### src/rtl/tick_pkg.sv
`timescale 1ns/1ps
package tick_pkg;
  localparam int STAMP_BYTES = 6;
  localparam int STAMP_W     = 8 * STAMP_BYTES;
  localparam int IDX_W       = $clog2(STAMP_BYTES);

  typedef logic [STAMP_W-1:0] stamp_t;

  // fraction byte step per tick: one full byte wrap per second
  function automatic stamp_t stamp_advance(stamp_t s, int unsigned ticks_per_sec);
    return s + stamp_t'(256 / ticks_per_sec);
  endfunction
endpackage

### src/rtl/tick_prescaler.sv
`timescale 1ns/1ps
module tick_prescaler #(
  parameter int DIV = 781250
) (
  input  logic clk,
  input  logic rst_n,
  input  logic run,
  input  logic restart,
  output logic tick
);
  localparam int CW = (DIV > 1) ? $clog2(DIV) : 1;
  localparam logic [CW-1:0] LAST = CW'(DIV - 1);

  logic [CW-1:0] cnt;

  always_ff @(posedge clk) begin
    if (!rst_n)                cnt <= '0;
    else if (restart || !run)  cnt <= '0;
    else if (cnt == LAST)      cnt <= '0;
    else                       cnt <= cnt + 1'b1;
  end

  assign tick = run && (cnt == LAST);

  generate
    if (DIV > 1) begin : g_gap
      AST_TICK_GAP: assert property (@(posedge clk) disable iff (!rst_n)
        tick |=> !tick);
      AST_RESTART_QUIET: assert property (@(posedge clk) disable iff (!rst_n)
        restart |=> !tick);
    end
  endgenerate
endmodule

### src/rtl/tick_stamp.sv
`timescale 1ns/1ps
module tick_stamp import tick_pkg::*; #(
  parameter int TICKS_PER_SEC = 64
) (
  input  logic   clk,
  input  logic   rst_n,
  input  logic   tick,
  input  logic   ld_en,
  input  stamp_t ld_val,
  output stamp_t stamp
);
  always_ff @(posedge clk) begin
    if (!rst_n)     stamp <= '0;
    else if (ld_en) stamp <= tick ? stamp_advance(ld_val, TICKS_PER_SEC) : ld_val;
    else if (tick)  stamp <= stamp_advance(stamp, TICKS_PER_SEC);
  end

  AST_STAMP_HOLD: assert property (@(posedge clk) disable iff (!rst_n)
    !tick && !ld_en |=> $stable(stamp));
  AST_STAMP_STEP: assert property (@(posedge clk) disable iff (!rst_n)
    tick && !ld_en |=> (stamp - $past(stamp)) == stamp_t'(4));
  AST_LOAD_TAKES: assert property (@(posedge clk) disable iff (!rst_n)
    ld_en && !tick |=> stamp == $past(ld_val));
endmodule

### src/rtl/tick_readout.sv
`timescale 1ns/1ps
module tick_readout import tick_pkg::*; (
  input  logic             clk,
  input  logic             rst_n,
  input  logic             rd_en,
  input  logic [IDX_W-1:0] rd_idx,
  input  stamp_t           live,
  output logic [7:0]       rd_data
);
  logic [STAMP_W-9:0] snap_hi;
  logic               latch_now;

  assign latch_now = rd_en && (rd_idx == '0);

  always_ff @(posedge clk) begin
    if (!rst_n)         snap_hi <= '0;
    else if (latch_now) snap_hi <= live[STAMP_W-1:8];
  end

  always_comb begin
    rd_data = 8'h00;
    if (rd_idx == '0) rd_data = live[7:0];
    for (int k = 1; k < STAMP_BYTES; k++) begin
      if (int'(rd_idx) == k) rd_data = snap_hi[8*(k-1) +: 8];
    end
  end

  AST_SNAP_HOLD: assert property (@(posedge clk) disable iff (!rst_n)
    !latch_now |=> $stable(snap_hi));
endmodule

### src/rtl/tick_timer.sv
`timescale 1ns/1ps
module tick_timer import tick_pkg::*; #(
  parameter int          CLK_HZ        = 50_000_000,
  parameter int          TICKS_PER_SEC = 64,
  parameter logic [7:0]  CMD_PORT      = 8'hFE,
  parameter logic [7:0]  CMD_START     = 8'd20,
  parameter logic [7:0]  CMD_STOP      = 8'd22,
  parameter logic [15:0] SERVICE_ADDR  = 16'h0038
) (
  input  logic             clk,
  input  logic             rst_n,
  input  logic             io_wr,
  input  logic [7:0]       io_addr,
  input  logic [7:0]       io_wdata,
  input  logic             ld_en,
  input  logic [STAMP_W-1:0] ld_stamp,
  input  logic             rd_en,
  input  logic [IDX_W-1:0] rd_idx,
  output logic [7:0]       rd_data,
  input  logic             irq_ack,
  output logic             irq_req,
  output logic [15:0]      irq_vector,
  output logic             tick
);
  localparam int DIV = CLK_HZ / TICKS_PER_SEC;

  logic   port_hit, cmd_start, cmd_stop;
  logic   run;
  stamp_t stamp;

  assign port_hit  = io_wr && (io_addr == CMD_PORT);
  assign cmd_start = port_hit && (io_wdata == CMD_START);
  assign cmd_stop  = port_hit && (io_wdata == CMD_STOP);

  always_ff @(posedge clk) begin
    if (!rst_n)         run <= 1'b0;
    else if (cmd_stop)  run <= 1'b0;
    else if (cmd_start) run <= 1'b1;
  end

  tick_prescaler #(.DIV(DIV)) u_presc (
    .clk(clk), .rst_n(rst_n), .run(run), .restart(cmd_start), .tick(tick)
  );

  tick_stamp #(.TICKS_PER_SEC(TICKS_PER_SEC)) u_stamp (
    .clk(clk), .rst_n(rst_n), .tick(tick), .ld_en(ld_en),
    .ld_val(ld_stamp), .stamp(stamp)
  );

  tick_readout u_read (
    .clk(clk), .rst_n(rst_n), .rd_en(rd_en), .rd_idx(rd_idx),
    .live(stamp), .rd_data(rd_data)
  );

  // a new tick outranks an acknowledge; a stop command outranks both
  always_ff @(posedge clk) begin
    if (!rst_n)        irq_req <= 1'b0;
    else if (cmd_stop) irq_req <= 1'b0;
    else if (tick)     irq_req <= 1'b1;
    else if (irq_ack)  irq_req <= 1'b0;
  end

  assign irq_vector = SERVICE_ADDR;

  AST_IRQ_FROM_TICK: assert property (@(posedge clk) disable iff (!rst_n)
    $rose(irq_req) |-> $past(tick));
  AST_IRQ_HELD: assert property (@(posedge clk) disable iff (!rst_n)
    irq_req && !irq_ack && !cmd_stop |=> irq_req);
  AST_ACK_LOSES: assert property (@(posedge clk) disable iff (!rst_n)
    tick && irq_ack && !cmd_stop |=> irq_req);
  AST_STOP_CLEARS: assert property (@(posedge clk) disable iff (!rst_n)
    cmd_stop |=> !irq_req && !tick);
endmodule

### config.mk
export PLATFORM = sky130hd
export DESIGN_NAME = tick_timer
export DESIGN_NICKNAME = d
export VERILOG_FILES = /design/src/rtl/tick_pkg.sv /design/src/rtl/tick_prescaler.sv /design/src/rtl/tick_stamp.sv /design/src/rtl/tick_readout.sv /design/src/rtl/tick_timer.sv
export SDC_FILE = /design/constraint.sdc
export NUM_CORES = 1
export LEC_CHECK = 0
export BUFFER_PORTS_ARGS = -buffer_cell sky130_fd_sc_hd__buf_2
export CAP_MARGIN = 40
export CORE_AREA = 2 2 111 102
export DETAILED_ROUTE_END_ITERATION = 6
export DIE_AREA = 0 0 113 104
export GPL_TIMING_DRIVEN = 0
export PLACE_DENSITY = 0.84
export SLEW_MARGIN = 20
export SYNTH_ARGS = -nofsm -noshare
export SYNTH_HDL_FRONTEND = slang
export SYNTH_SLANG_ARGS = --single-unit
### constraint.sdc
create_clock -name clk -period 7.2 [get_ports clk]
set_input_delay 0.72 -clock clk [delete_from_list [all_inputs] [get_ports clk]]
set_output_delay 0.72 -clock clk [all_outputs]
set_load 0.05 [all_outputs]
# Word level (Yosys, flattened, before mapping)
# Index checks and enable logic that the tools add are counted.
[word_totals] wordCells=41 input_bits=73 register_bits=110 output_inout_bits=26
[op_classes] addsub=3 n_eq_ne=9 mux=11 bitwise=1 n_reduce_logical=12
[op_table] operator="$mux 48" n=3
[op_table] operator="$add 48x3->48 const B" n=2
[op_table] operator="$mux 8" n=6
[op_table] operator="$add 20x1->20 const B" n=1
[op_table] operator="$eq 20x20->1 const B" n=1
[op_table] operator="$eq 8x5->1 const B" n=2
[op_table] operator="$eq 3x3->1 const B" n=4
[op_table] operator="$eq 8x8->1 const B" n=1
[op_table] operator="$logic_and 1x1->1" n=5
[op_table] operator="$reduce_bool 2->1" n=2
[op_table] operator="$eq 3x2->1 const B" n=1
[op_table] operator="$logic_not 3->1" n=1
[op_table] operator="$reduce_or 3->1" n=1
[op_table] operator="$mux 1" n=2
[op_table] operator="$reduce_or 2->1" n=1
[op_table] operator="$logic_not 1->1" n=1
[op_table] operator="$logic_or 1x1->1" n=1
[op_table] operator="$not 1->1" n=1

# Logic depth before layout (Yosys ltp)
# Gate-level depths: netlist of run 1.
[logic_depth] word_depth=7 depth_mapped=10 depth_no_buf=9

# Hierarchy
# Synthesis of run 1 repeated with hierarchy kept, for this count alone.
[hier_totals] hier_cells=863 hier_area_um2=7174.4
[modules_own_cells] mod="tick_stamp" area_each_um2=3902.5 instances=1 seq_area_each_um2=960.9 cells_each=491
[modules_own_cells] mod="tick_readout" area_each_um2=2028.2 instances=1 seq_area_each_um2=800.8 cells_each=226
[modules_own_cells] mod="tick_prescaler" area_each_um2=970.9 instances=1 seq_area_each_um2=400.4 cells_each=113
[modules_own_cells] mod="tick_timer" area_each_um2=272.8 instances=1 seq_area_each_um2=40.0 cells_each=33

# Worst setup path before layout of run 1
# No wires, ideal clock.
[synth_timing] kind="input to output" from="input port rd_idx[0]" to="output port rd_data[4]" path_slack_ns=3.783 stages=6 n_path_buf=2 arrival_ns=2.697 t_required_ns=6.480 path_cell_list="clkbuf_1 -> clkbuf_1 -> mux2i_1 -> nor2_1 -> a21oi_1 -> o221ai_1"
[synth_between] elab_chain_cells=7 elab_cells_between_ends=12 classes_between="eq/ne: 5; mux: 6; reduce/logical: 1"
[synth_rtl] element="from (decl)" line="tick_timer.sv:18" text="input logic [IDX_W-1:0] rd_idx,"
[synth_rtl] element="$logic_not 3->1" line="tick_readout.sv:22" text="if (rd_idx == '0) rd_data = live[7:0];"
[synth_rtl] element="$mux 8" line="tick_readout.sv:22"
[synth_rtl] element="$mux 8 (4 in a row)" line="tick_readout.sv:24" text="if (int'(rd_idx) == k) rd_data = snap_hi[8*(k-1) +: 8];"
[synth_rtl] element="$mux 8 (*)" line="tick_readout.sv:24"
[synth_rtl] element="to (decl)" line="tick_timer.sv:19" text="output logic [7:0] rd_data,"
# Every way passes the cells marked *; elsewhere a longest branch is shown, timed or not.

# Final worst setup path of run 1
# Same ends and word-level chain as after synthesis.

==> run_summary.xml, run 1 <==
<?xml version="1.0" encoding="UTF-8"?>
<metrics>
  <group name="synth">
    <metric name="syn_avg_cell_area" unit="sq um">7.744</metric>
    <metric name="synth-warning-count" unit="">0</metric>
    <metric name="most_used_flip_flop_cell_after_synthesis" unit="">sky130_fd_sc_hd__dfxtp_1</metric>
    <metric name="synth_compound_gate_area_share" unit="">0.1189</metric>
    <metric name="post_synth_instance_area" unit="sq um">6335</metric>
    <metric name="yosys_register_bits" unit="">110</metric>
    <metric name="ys_async_rst_share" unit="">0</metric>
    <metric name="synth_simple_gate_area_share" unit="">0.2994</metric>
    <metric name="adder_and_majority_cell_fraction_of_the_synthesized_area" unit="">0.007900</metric>
    <metric name="synth_sequential_area_ratio" unit="">0.3476</metric>
    <metric name="synth_edf_count" unit="">0</metric>
    <metric name="count_of_cell_types_in_the_netlist" unit="">51</metric>
    <metric name="synth_top_family_by_area" unit="">simple AND/OR/NAND/NOR gates</metric>
    <metric name="syn_inst" unit="">818</metric>
    <metric name="synth-xor-area-share" unit="">0.1313</metric>
    <metric name="post_synth_mux_area_share" unit="">0.03555</metric>
  </group>
  <group name="route">
    <metric name="drt-total-wl" unit="um">17610</metric>
    <metric name="drc" unit="">4</metric>
    <metric name="post_drt_via_cell_ratio" unit="">5.911</metric>
    <metric name="dr_total_vias" unit="">6289</metric>
    <metric name="drt-initial-drc-count" unit="">591</metric>
    <metric name="drt-wirelength-per-cell" unit="um">16.55</metric>
    <metric name="antenna_left" unit="">0</metric>
    <metric name="drt_pre_antenna_iters" unit="">7</metric>
  </group>
  <group name="sta">
    <metric name="clock.fmax" unit="MHz">285.4</metric>
    <metric name="slew_headroom" unit="">0.4897</metric>
    <metric name="tightestPinTransition" unit="ps">765.4</metric>
    <metric name="setup_violations" unit="">0</metric>
    <metric name="hold_viol_final" unit="">0</metric>
    <metric name="slew_viol_final" unit="">0</metric>
    <metric name="final.setup.tns" unit="ps">0</metric>
    <metric name="finalCritPeriodShare" unit="">0.4867</metric>
    <metric name="finClkSkew" unit="ps">6.743</metric>
    <metric name="layout_min_cycle_time" unit="ps">3504</metric>
    <metric name="grt_setup_unrepaired" unit="">no</metric>
  </group>
  <group name="pwr">
    <metric name="total_leakage_power" unit="uW">0.002538</metric>
    <metric name="power_density" unit="nW/um^2">184.6</metric>
    <metric name="post-layout-total-power" unit="uW">1347</metric>
    <metric name="max-vdd-ir-drop" unit="mV">0.1653</metric>
  </group>
  <group name="place">
    <metric name="place.detailed.instances" unit="">1048</metric>
    <metric name="dp_hpwl" unit="um">13400</metric>
    <metric name="gp_congestion" unit="">0.9603</metric>
    <metric name="io_buffer_count" unit="">80</metric>
  </group>
  <group name="floorplan">
    <metric name="placementRows" unit="">36</metric>
    <metric name="dieArea" unit="sq um">11750</metric>
    <metric name="die_x" unit="um">113</metric>
    <metric name="floorplan.initialDensity" unit="">0.5959</metric>
    <metric name="number_of_ports_placed_on_the_die_boundary" unit="">99</metric>
    <metric name="die_height" unit="um">104</metric>
    <metric name="core_area" unit="sq um">10630</metric>
  </group>
  <group name="clock_tree">
    <metric name="clockRootBuffer" unit="">sky130_fd_sc_hd__clkbuf_16</metric>
    <metric name="cts_hold_repair.buffers" unit="">0</metric>
    <metric name="post_cts_resized" unit="">0</metric>
    <metric name="cts_buffer_depth" unit="">2</metric>
    <metric name="cts_tree" unit="">built</metric>
    <metric name="cts.sink_count" unit="">110</metric>
    <metric name="cts-buffers-inserted" unit="">9</metric>
    <metric name="clkTransAtPathRegs" unit="ps">70</metric>
    <metric name="insertion_delay" unit="ps">350</metric>
    <metric name="clock_tree.htree_level_count" unit="">3</metric>
    <metric name="post_cts.repair.setup_buffers" unit="">0</metric>
  </group>
  <group name="worst_setup_path">
    <metric name="worst_r2r_path_depth" unit="">7</metric>
    <metric name="worst_path_largest_cell_delay" unit="ps">650</metric>
    <metric name="crit-reg2reg-capture" unit="">u_stamp.stamp[41]</metric>
    <metric name="crit_type" unit="">input pin to primary output</metric>
    <metric name="regToRegSetupSlack" unit="ps">4430</metric>
    <metric name="worst_setup_path_end_kind" unit="">primary output</metric>
    <metric name="critical_path.reg2reg.startpoint" unit="">u_presc.cnt[5]</metric>
    <metric name="cp.required" unit="ps">6480</metric>
    <metric name="path_max_fanout" unit="">10</metric>
    <metric name="cpMaxStageDelayCell" unit="">sky130_fd_sc_hd__clkbuf_1</metric>
    <metric name="critical_path_at" unit="ps">2780</metric>
    <metric name="worst_setup_start_kind" unit="">input pin</metric>
    <metric name="crit_chain" unit="">buf_2 -&gt; clkbuf_1 -&gt; clkbuf_1 -&gt; mux2i_1 -&gt; nor2_1 -&gt; a21oi_1 -&gt; o221ai_1 -&gt; buf_2</metric>
  </group>
  <group name="global_route">
    <metric name="grt_pass1_vias" unit="">5680</metric>
    <metric name="grt_antenna_before_repair" unit="">0</metric>
    <metric name="grt_pass1_wl" unit="um">28380</metric>
    <metric name="grt_max_degree" unit="">19</metric>
    <metric name="gr-usage-all-layers" unit="">0.3012</metric>
    <metric name="grt_overflow" unit="">0</metric>
  </group>
  <group name="cells_and_area">
    <metric name="mostFrequentLayoutCells" unit="">sky130_fd_sc_hd__nand2_1 (134), sky130_fd_sc_hd__dfxtp_1 (110), sky130_fd_sc_hd__buf_2 (85)</metric>
    <metric name="num-fill-cells" unit="">922</metric>
    <metric name="area.growth.synth_to_final" unit="%">15.19</metric>
    <metric name="mostFrequentLayoutCell" unit="">sky130_fd_sc_hd__nand2_1</metric>
    <metric name="drive_gt1_frac" unit="">0.1429</metric>
    <metric name="post-route-util" unit="">0.6864</metric>
    <metric name="post_layout_nonfiller_instances" unit="">1064</metric>
    <metric name="antenna_cells" unit="">0</metric>
    <metric name="finish.net_count" unit="">1003</metric>
  </group>
  <group name="worst_hold_path">
    <metric name="min_path_type" unit="">flop to flop</metric>
    <metric name="holdPathEnd" unit="">u_read.snap_hi[31]</metric>
    <metric name="timing.hold.worst_path_depth" unit="">2</metric>
    <metric name="timing.hold.worst.start" unit="">u_read.snap_hi[31]</metric>
  </group>
  <group name="flow_run">
    <metric name="drv_cap" unit="">0</metric>
  </group>
  <group name="run_status">
    <metric name="failing_checks" unit="">DRC</metric>
    <metric name="run_status" unit="">complete, but fails checks</metric>
  </group>
</metrics>
==> per-layer routing <==
metal | vias to the layer above | track usage | share of wire
met5 | - | 0 | 0
met4 | 0 | 0.1002 | 0.021
met3 | 37 | 0.05186 | 0.090
met2 | 301 | 0.4696 | 0.45
met1 | 2887 | 0.4233 | 0.44
li1 | 3064 | - | -
==> synthesized netlist by cell type (2+ instances only) <==
| cell | count | share of area |
|---|---|---|
| sky130_fd_sc_hd__o21a_1 | 4 | 0.0047 |
| sky130_fd_sc_hd__clkbuf_1 | 39 | 0.023 |
| sky130_fd_sc_hd__ha_1 | 4 | 0.0079 |
| sky130_fd_sc_hd__xnor2_1 | 64 | 0.088 |
| sky130_fd_sc_hd__xor2_1 | 31 | 0.043 |
| sky130_fd_sc_hd__or3_1 | 7 | 0.0069 |
| sky130_fd_sc_hd__o21ai_0 | 7 | 0.0055 |
| sky130_fd_sc_hd__nand3_1 | 43 | 0.034 |
| sky130_fd_sc_hd__o221ai_1 | 7 | 0.0097 |
| sky130_fd_sc_hd__mux2i_1 | 18 | 0.028 |
| sky130_fd_sc_hd__and2_1 | 5 | 0.0049 |
| sky130_fd_sc_hd__o31ai_1 | 3 | 0.0036 |
| sky130_fd_sc_hd__nor2_1 | 59 | 0.035 |
| sky130_fd_sc_hd__nand2b_1 | 2 | 0.0020 |
| sky130_fd_sc_hd__or4_1 | 5 | 0.0059 |
| sky130_fd_sc_hd__nand2_1 | 134 | 0.079 |
| sky130_fd_sc_hd__nor4bb_1 | 2 | 0.0032 |
| sky130_fd_sc_hd__buf_1 | 2 | 0.0012 |
| sky130_fd_sc_hd__nor4_1 | 17 | 0.017 |
| sky130_fd_sc_hd__nand4_1 | 33 | 0.033 |
| sky130_fd_sc_hd__conb_1 | 2 | 0.0012 |
| sky130_fd_sc_hd__o31a_1 | 2 | 0.0028 |
| sky130_fd_sc_hd__a31oi_1 | 2 | 0.0020 |
| sky130_fd_sc_hd__or2_2 | 4 | 0.0039 |
| sky130_fd_sc_hd__nor4b_1 | 2 | 0.0028 |
| sky130_fd_sc_hd__a211oi_1 | 6 | 0.0071 |
| sky130_fd_sc_hd__inv_1 | 21 | 0.012 |
| sky130_fd_sc_hd__and3_1 | 10 | 0.0099 |
| sky130_fd_sc_hd__nor3_1 | 45 | 0.036 |
| sky130_fd_sc_hd__buf_4 | 16 | 0.019 |
| sky130_fd_sc_hd__mux4_2 | 2 | 0.0071 |
| sky130_fd_sc_hd__o22ai_1 | 29 | 0.029 |
| sky130_fd_sc_hd__buf_2 | 3 | 0.0024 |
| sky130_fd_sc_hd__a21oi_1 | 52 | 0.041 |
| sky130_fd_sc_hd__o211a_1 | 7 | 0.011 |
| sky130_fd_sc_hd__and4_1 | 5 | 0.0069 |
| sky130_fd_sc_hd__dfxtp_1 | 110 | 0.35 |
==> how the worst max path moves through the flow <==
stage          cells after the start         end       from
4_1_cts                            8  rd_data[4]  rd_idx[0]
3_3_place_gp                       8  rd_data[6]  rd_idx[0]
6_report                           8  rd_data[4]  rd_idx[0]
3_5_place_dp                       8  rd_data[4]  rd_idx[0]
2_1_floorplan                      6  rd_data[4]  rd_idx[0]
5_1_grt                            8  rd_data[6]  rd_idx[0]
==> state kept, by name, summed over array words and instances, names as in the netlist <==
register        count
u_presc.cnt        20
u_stamp.stamp      48
u_read.snap_hi     40
irq_req             1
run                 1
==> critical path, delay by kind of cell <==
kind                   cells  cell delay, ps
buffers and inverters      4            1440
AOI/OAI and AO/OA          2             290
muxes                      1             270
and+or+nand+nor            1              60
==> area by class of cell <==
cell class	count	area, sq um	share of cell area
timing repair buffer	83	421.7	0.05778
clock inverter	7	96.34	0.01320
inverter	21	78.83	0.01080
buffer	60	289.0	0.03961
tap	133	166.4	0.02281
sequential	110	2202	0.3018
multi-input combinational	641	3817	0.5231
clock buffer	9	225.2	0.03086
==> cells by family (layout without fill, tap and decap cells) <==
family                     count (synthesis)  in the layout
xor gates and xnor gates                  95             95
adders and majority gates                  4              4
buffers and inverters                     81            180
DFF                                      110            110
and+or+nand+nor                          385            385
AOI/OAI and AO/OA                        121            121
other                                      2             16
muxes                                     20             20
==> per-stage QoR <==
| stage | cell area (sq um) | worst slack (ps) | hold WS, ps |
|---|---|---|---|
| 2_1_floorplan | 6387 | 3783 | 429.2 |
| 4_1_cts | 7297 | 3701 | 456.6 |
| 3_3_place_gp | 6954 | 3715 | 440.9 |
| 3_5_place_dp | 6975 | 3703 | 446.1 |
| 5_1_grt | 7297 | 3516 | 474.1 |
| 6_report | 7297 | 3696 | 455.7 |
==> power by group <==
group,switching (uW),leakage [uW],internal [uW]
sequential,27.2,0.000897,627
clock,231,0.000160,306
combinational,93.7,0.00148,60.7
total,352,0.00254,994
(Power assumes the default switching activity.)
==> run 2, diff against run 1 <==
--- a/config.mk
+++ b/config.mk
@@ -7,11 +7,11 @@
 export LEC_CHECK = 0
 export BUFFER_PORTS_ARGS = -buffer_cell sky130_fd_sc_hd__buf_2
 export CAP_MARGIN = 40
-export CORE_AREA = 2 2 111 102
+export CORE_AREA = 2 2 120 110
 export DETAILED_ROUTE_END_ITERATION = 6
-export DIE_AREA = 0 0 113 104
+export DIE_AREA = 0 0 122 112
 export GPL_TIMING_DRIVEN = 0
-export PLACE_DENSITY = 0.84
+export PLACE_DENSITY = 0.76
 export SLEW_MARGIN = 20
 export SYNTH_ARGS = -nofsm -noshare
 export SYNTH_HDL_FRONTEND = slang
==> constraint.sdc (replaced) <==
create_clock -name clk -period 3.2 [get_ports clk]
set_input_delay 0.32 -clock clk [delete_from_list [all_inputs] [get_ports clk]]
set_output_delay 0.32 -clock clk [all_outputs]
set_load 0.05 [all_outputs]
==> run 2 against run 1 <==
Net effect: the run now ends clean; via count fell by 1.7%; count of clock-buffer cells in the layout did not move; clock power rose by 120%; global-route usage fell by 3.8 points; worst setup slack got worse by 3300 ps; critical path depth fell by 1; critical path type is now flop to flop; critical endpoint is now u_stamp.stamp[29]; largest cell class unchanged; highest routed layer unchanged.
==> run_summary.xml, run 2 (synthesis gave the netlist of run 1 again) <==
<?xml version="1.0" encoding="UTF-8"?>
<metrics>
  <group name="sta">
    <metric name="layout_min_cycle_time" unit="ps">2782</metric>
    <metric name="finalCritPeriodShare" unit="">0.8695</metric>
    <metric name="finClkSkew" unit="ps">5.381</metric>
    <metric name="slew_headroom" unit="">0.4690</metric>
    <metric name="hold_viol_final" unit="">0</metric>
    <metric name="tightestPinTransition" unit="ps">796.5</metric>
    <metric name="grt_setup_unrepaired" unit="">no</metric>
    <metric name="final.setup.tns" unit="ps">0</metric>
    <metric name="clock.fmax" unit="MHz">359.4</metric>
    <metric name="slew_viol_final" unit="">0</metric>
    <metric name="setup_violations" unit="">0</metric>
  </group>
  <group name="global_route">
    <metric name="grt_antenna_before_repair" unit="">0</metric>
    <metric name="gr-usage-all-layers" unit="">0.2628</metric>
    <metric name="grt_pass1_wl" unit="um">28380</metric>
    <metric name="grt_max_degree" unit="">21</metric>
    <metric name="grt_overflow" unit="">0</metric>
    <metric name="grt_pass1_vias" unit="">5633</metric>
  </group>
  <group name="route">
    <metric name="drc" unit="">0</metric>
    <metric name="post_drt_via_cell_ratio" unit="">5.645</metric>
    <metric name="dr_total_vias" unit="">6181</metric>
    <metric name="drt_pre_antenna_iters" unit="">6</metric>
    <metric name="antenna_left" unit="">0</metric>
    <metric name="drt-wirelength-per-cell" unit="um">16.23</metric>
    <metric name="drt-initial-drc-count" unit="">677</metric>
    <metric name="drt-total-wl" unit="um">17780</metric>
  </group>
  <group name="worst_setup_path">
    <metric name="crit-reg2reg-capture" unit="">u_stamp.stamp[29]</metric>
    <metric name="critical_path.reg2reg.startpoint" unit="">u_presc.cnt[5]</metric>
    <metric name="regToRegSetupSlack" unit="ps">420</metric>
    <metric name="critical_path_at" unit="ps">3000</metric>
    <metric name="worst_setup_start_kind" unit="">flop</metric>
    <metric name="worst_r2r_path_depth" unit="">7</metric>
    <metric name="crit_type" unit="">flop to flop</metric>
    <metric name="cp_startpoint" unit="">u_presc.cnt[5]</metric>
    <metric name="worst_setup_path_end_kind" unit="">flop</metric>
    <metric name="cp.required" unit="ps">3420</metric>
    <metric name="path_max_fanout" unit="">10</metric>
  </group>
  <group name="floorplan">
    <metric name="placementRows" unit="">39</metric>
    <metric name="die_height" unit="um">112</metric>
    <metric name="floorplan.initialDensity" unit="">0.5091</metric>
    <metric name="number_of_ports_placed_on_the_die_boundary" unit="">99</metric>
    <metric name="core_area" unit="sq um">12440</metric>
    <metric name="dieArea" unit="sq um">13660</metric>
    <metric name="die_x" unit="um">122</metric>
  </group>
  <group name="worst_hold_path">
    <metric name="timing.hold.worst.start" unit="">ld_stamp[0]</metric>
    <metric name="timing.hold.worst_path_depth" unit="">3</metric>
    <metric name="holdPathEnd" unit="">u_stamp.stamp[0]</metric>
    <metric name="min_path_type" unit="">input pin to flop</metric>
  </group>
  <group name="clock_tree">
    <metric name="clkTransAtPathRegs" unit="ps">80</metric>
    <metric name="cts_buffer_depth" unit="">2</metric>
    <metric name="clock_tree.htree_level_count" unit="">3</metric>
    <metric name="post_cts.repair.setup_buffers" unit="">0</metric>
    <metric name="cts-buffers-inserted" unit="">9</metric>
    <metric name="cts.sink_count" unit="">110</metric>
    <metric name="insertion_delay" unit="ps">360</metric>
    <metric name="cts_hold_repair.buffers" unit="">0</metric>
    <metric name="post_cts_resized" unit="">0</metric>
    <metric name="clockRootBuffer" unit="">sky130_fd_sc_hd__clkbuf_16</metric>
    <metric name="cts_tree" unit="">built</metric>
  </group>
  <group name="cells_and_area">
    <metric name="largest_register_ffs" unit="">48</metric>
    <metric name="reg_top3" unit="">u_stamp.stamp x48, u_read.snap_hi x40, u_presc.cnt x20</metric>
    <metric name="finish.net_count" unit="">1003</metric>
    <metric name="mostFrequentLayoutCells" unit="">sky130_fd_sc_hd__nand2_1 (134), sky130_fd_sc_hd__dfxtp_1 (110), sky130_fd_sc_hd__buf_2 (84)</metric>
    <metric name="antenna_cells" unit="">0</metric>
    <metric name="registers.top_by_ff_count" unit="">u_stamp.stamp</metric>
    <metric name="post-route-cell-area" unit="sq um">7326</metric>
    <metric name="drive_gt1_frac" unit="">0.1429</metric>
    <metric name="mostFrequentLayoutCell" unit="">sky130_fd_sc_hd__nand2_1</metric>
    <metric name="area.growth.synth_to_final" unit="%">15.64</metric>
  </group>
  <group name="pwr">
    <metric name="flop_pwr_share" unit="">0.491</metric>
    <metric name="power.clock.fraction" unit="">0.394</metric>
    <metric name="power_density" unit="nW/um^2">409.5</metric>
    <metric name="pwr-share-comb" unit="">0.115</metric>
    <metric name="power.switching" unit="uW">824.7</metric>
    <metric name="max-vdd-ir-drop" unit="mV">0.2466</metric>
    <metric name="swShare" unit="">0.2749</metric>
    <metric name="total_leakage_power" unit="uW">0.002533</metric>
    <metric name="p_int" unit="uW">2175</metric>
  </group>
  <group name="place">
    <metric name="io_buffer_count" unit="">80</metric>
    <metric name="dp_hpwl" unit="um">13620</metric>
    <metric name="gp_congestion" unit="">0.9323</metric>
    <metric name="placedInstanceArea" unit="sq um">7008</metric>
  </group>
  <group name="flow_run">
    <metric name="drv_cap" unit="">0</metric>
  </group>
  <group name="run_status">
    <metric name="run_status" unit="">finished clean</metric>
  </group>
</metrics>
[run 2: how the worst max path moves through the flow]
stage | endpoint | cells past startpoint
2_1_floorplan | rd_data[4] | 6
3_3_place_gp | u_stamp.stamp[29] | 7
3_5_place_dp | u_stamp.stamp[29] | 7
4_1_cts | u_stamp.stamp[29] | 7
5_1_grt | u_stamp.stamp[29] | 7
6_report | u_stamp.stamp[29] | 7
[run 2: through the flow]
stage | instances | hold WS (ps) | utilization | total power [uW] | worst slack (ps)
after detailed placement | 1078 | 447.8 | 0.5632 | 1842 | 469.5
final | 1095 | 205.2 | 0.5887 | 3000 | 417.7
after global placement | 1076 | 442.3 | 0.5620 | 1836 | 508.7
after CTS | 1094 | 202.6 | 0.5883 | 3000 | 449.9
after floorplan | 832 | 429.2 | - | 1708 | 583.5
after global routing | 1095 | 239.3 | 0.5887 | 3094 | 254.9
[run 2: power by group through the flow]
stage               logic [uW]  clock network (uW)  registers, uW
CTS                        343                1190           1470
detailed placement         341                   0           1500
floorplan                  227                   0           1480
global placement           336                   0           1500
global route               375                1240           1480
finish                     346                1180           1470
[run 2: worst max-delay path, stage by stage (launching register included)]
cell	delay, ps
sky130_fd_sc_hd__dfxtp_1	370
sky130_fd_sc_hd__or3_1	410
sky130_fd_sc_hd__nor3_1	640
sky130_fd_sc_hd__nand4_1	320
sky130_fd_sc_hd__clkbuf_1	310
sky130_fd_sc_hd__nor3_1	270
sky130_fd_sc_hd__xnor2_1	200
sky130_fd_sc_hd__o22ai_1	110
[run 2: area by class of cell]
cell class | instances | area [sq um]
Fill cell | 1179 | 5117
Multi-Input combinational cell | 641 | 3817
Sequential cell | 110 | 2202
Timing Repair Buffer | 83 | 420.4
Buffer | 60 | 289.0
Clock buffer | 9 | 225.2
Tap cell | 164 | 205.2
Clock inverter | 7 | 87.58
Inverter | 21 | 78.83
[run 2: per-layer routing]
metal | global-route usage | share of wire | up-vias
li1 | - | - | 3082
met5 | 0 | 0 | -
met2 | 0.4034 | 0.45 | 265
met1 | 0.3689 | 0.45 | 2792
met4 | 0.09502 | 0.028 | 0
met3 | 0.04764 | 0.081 | 42
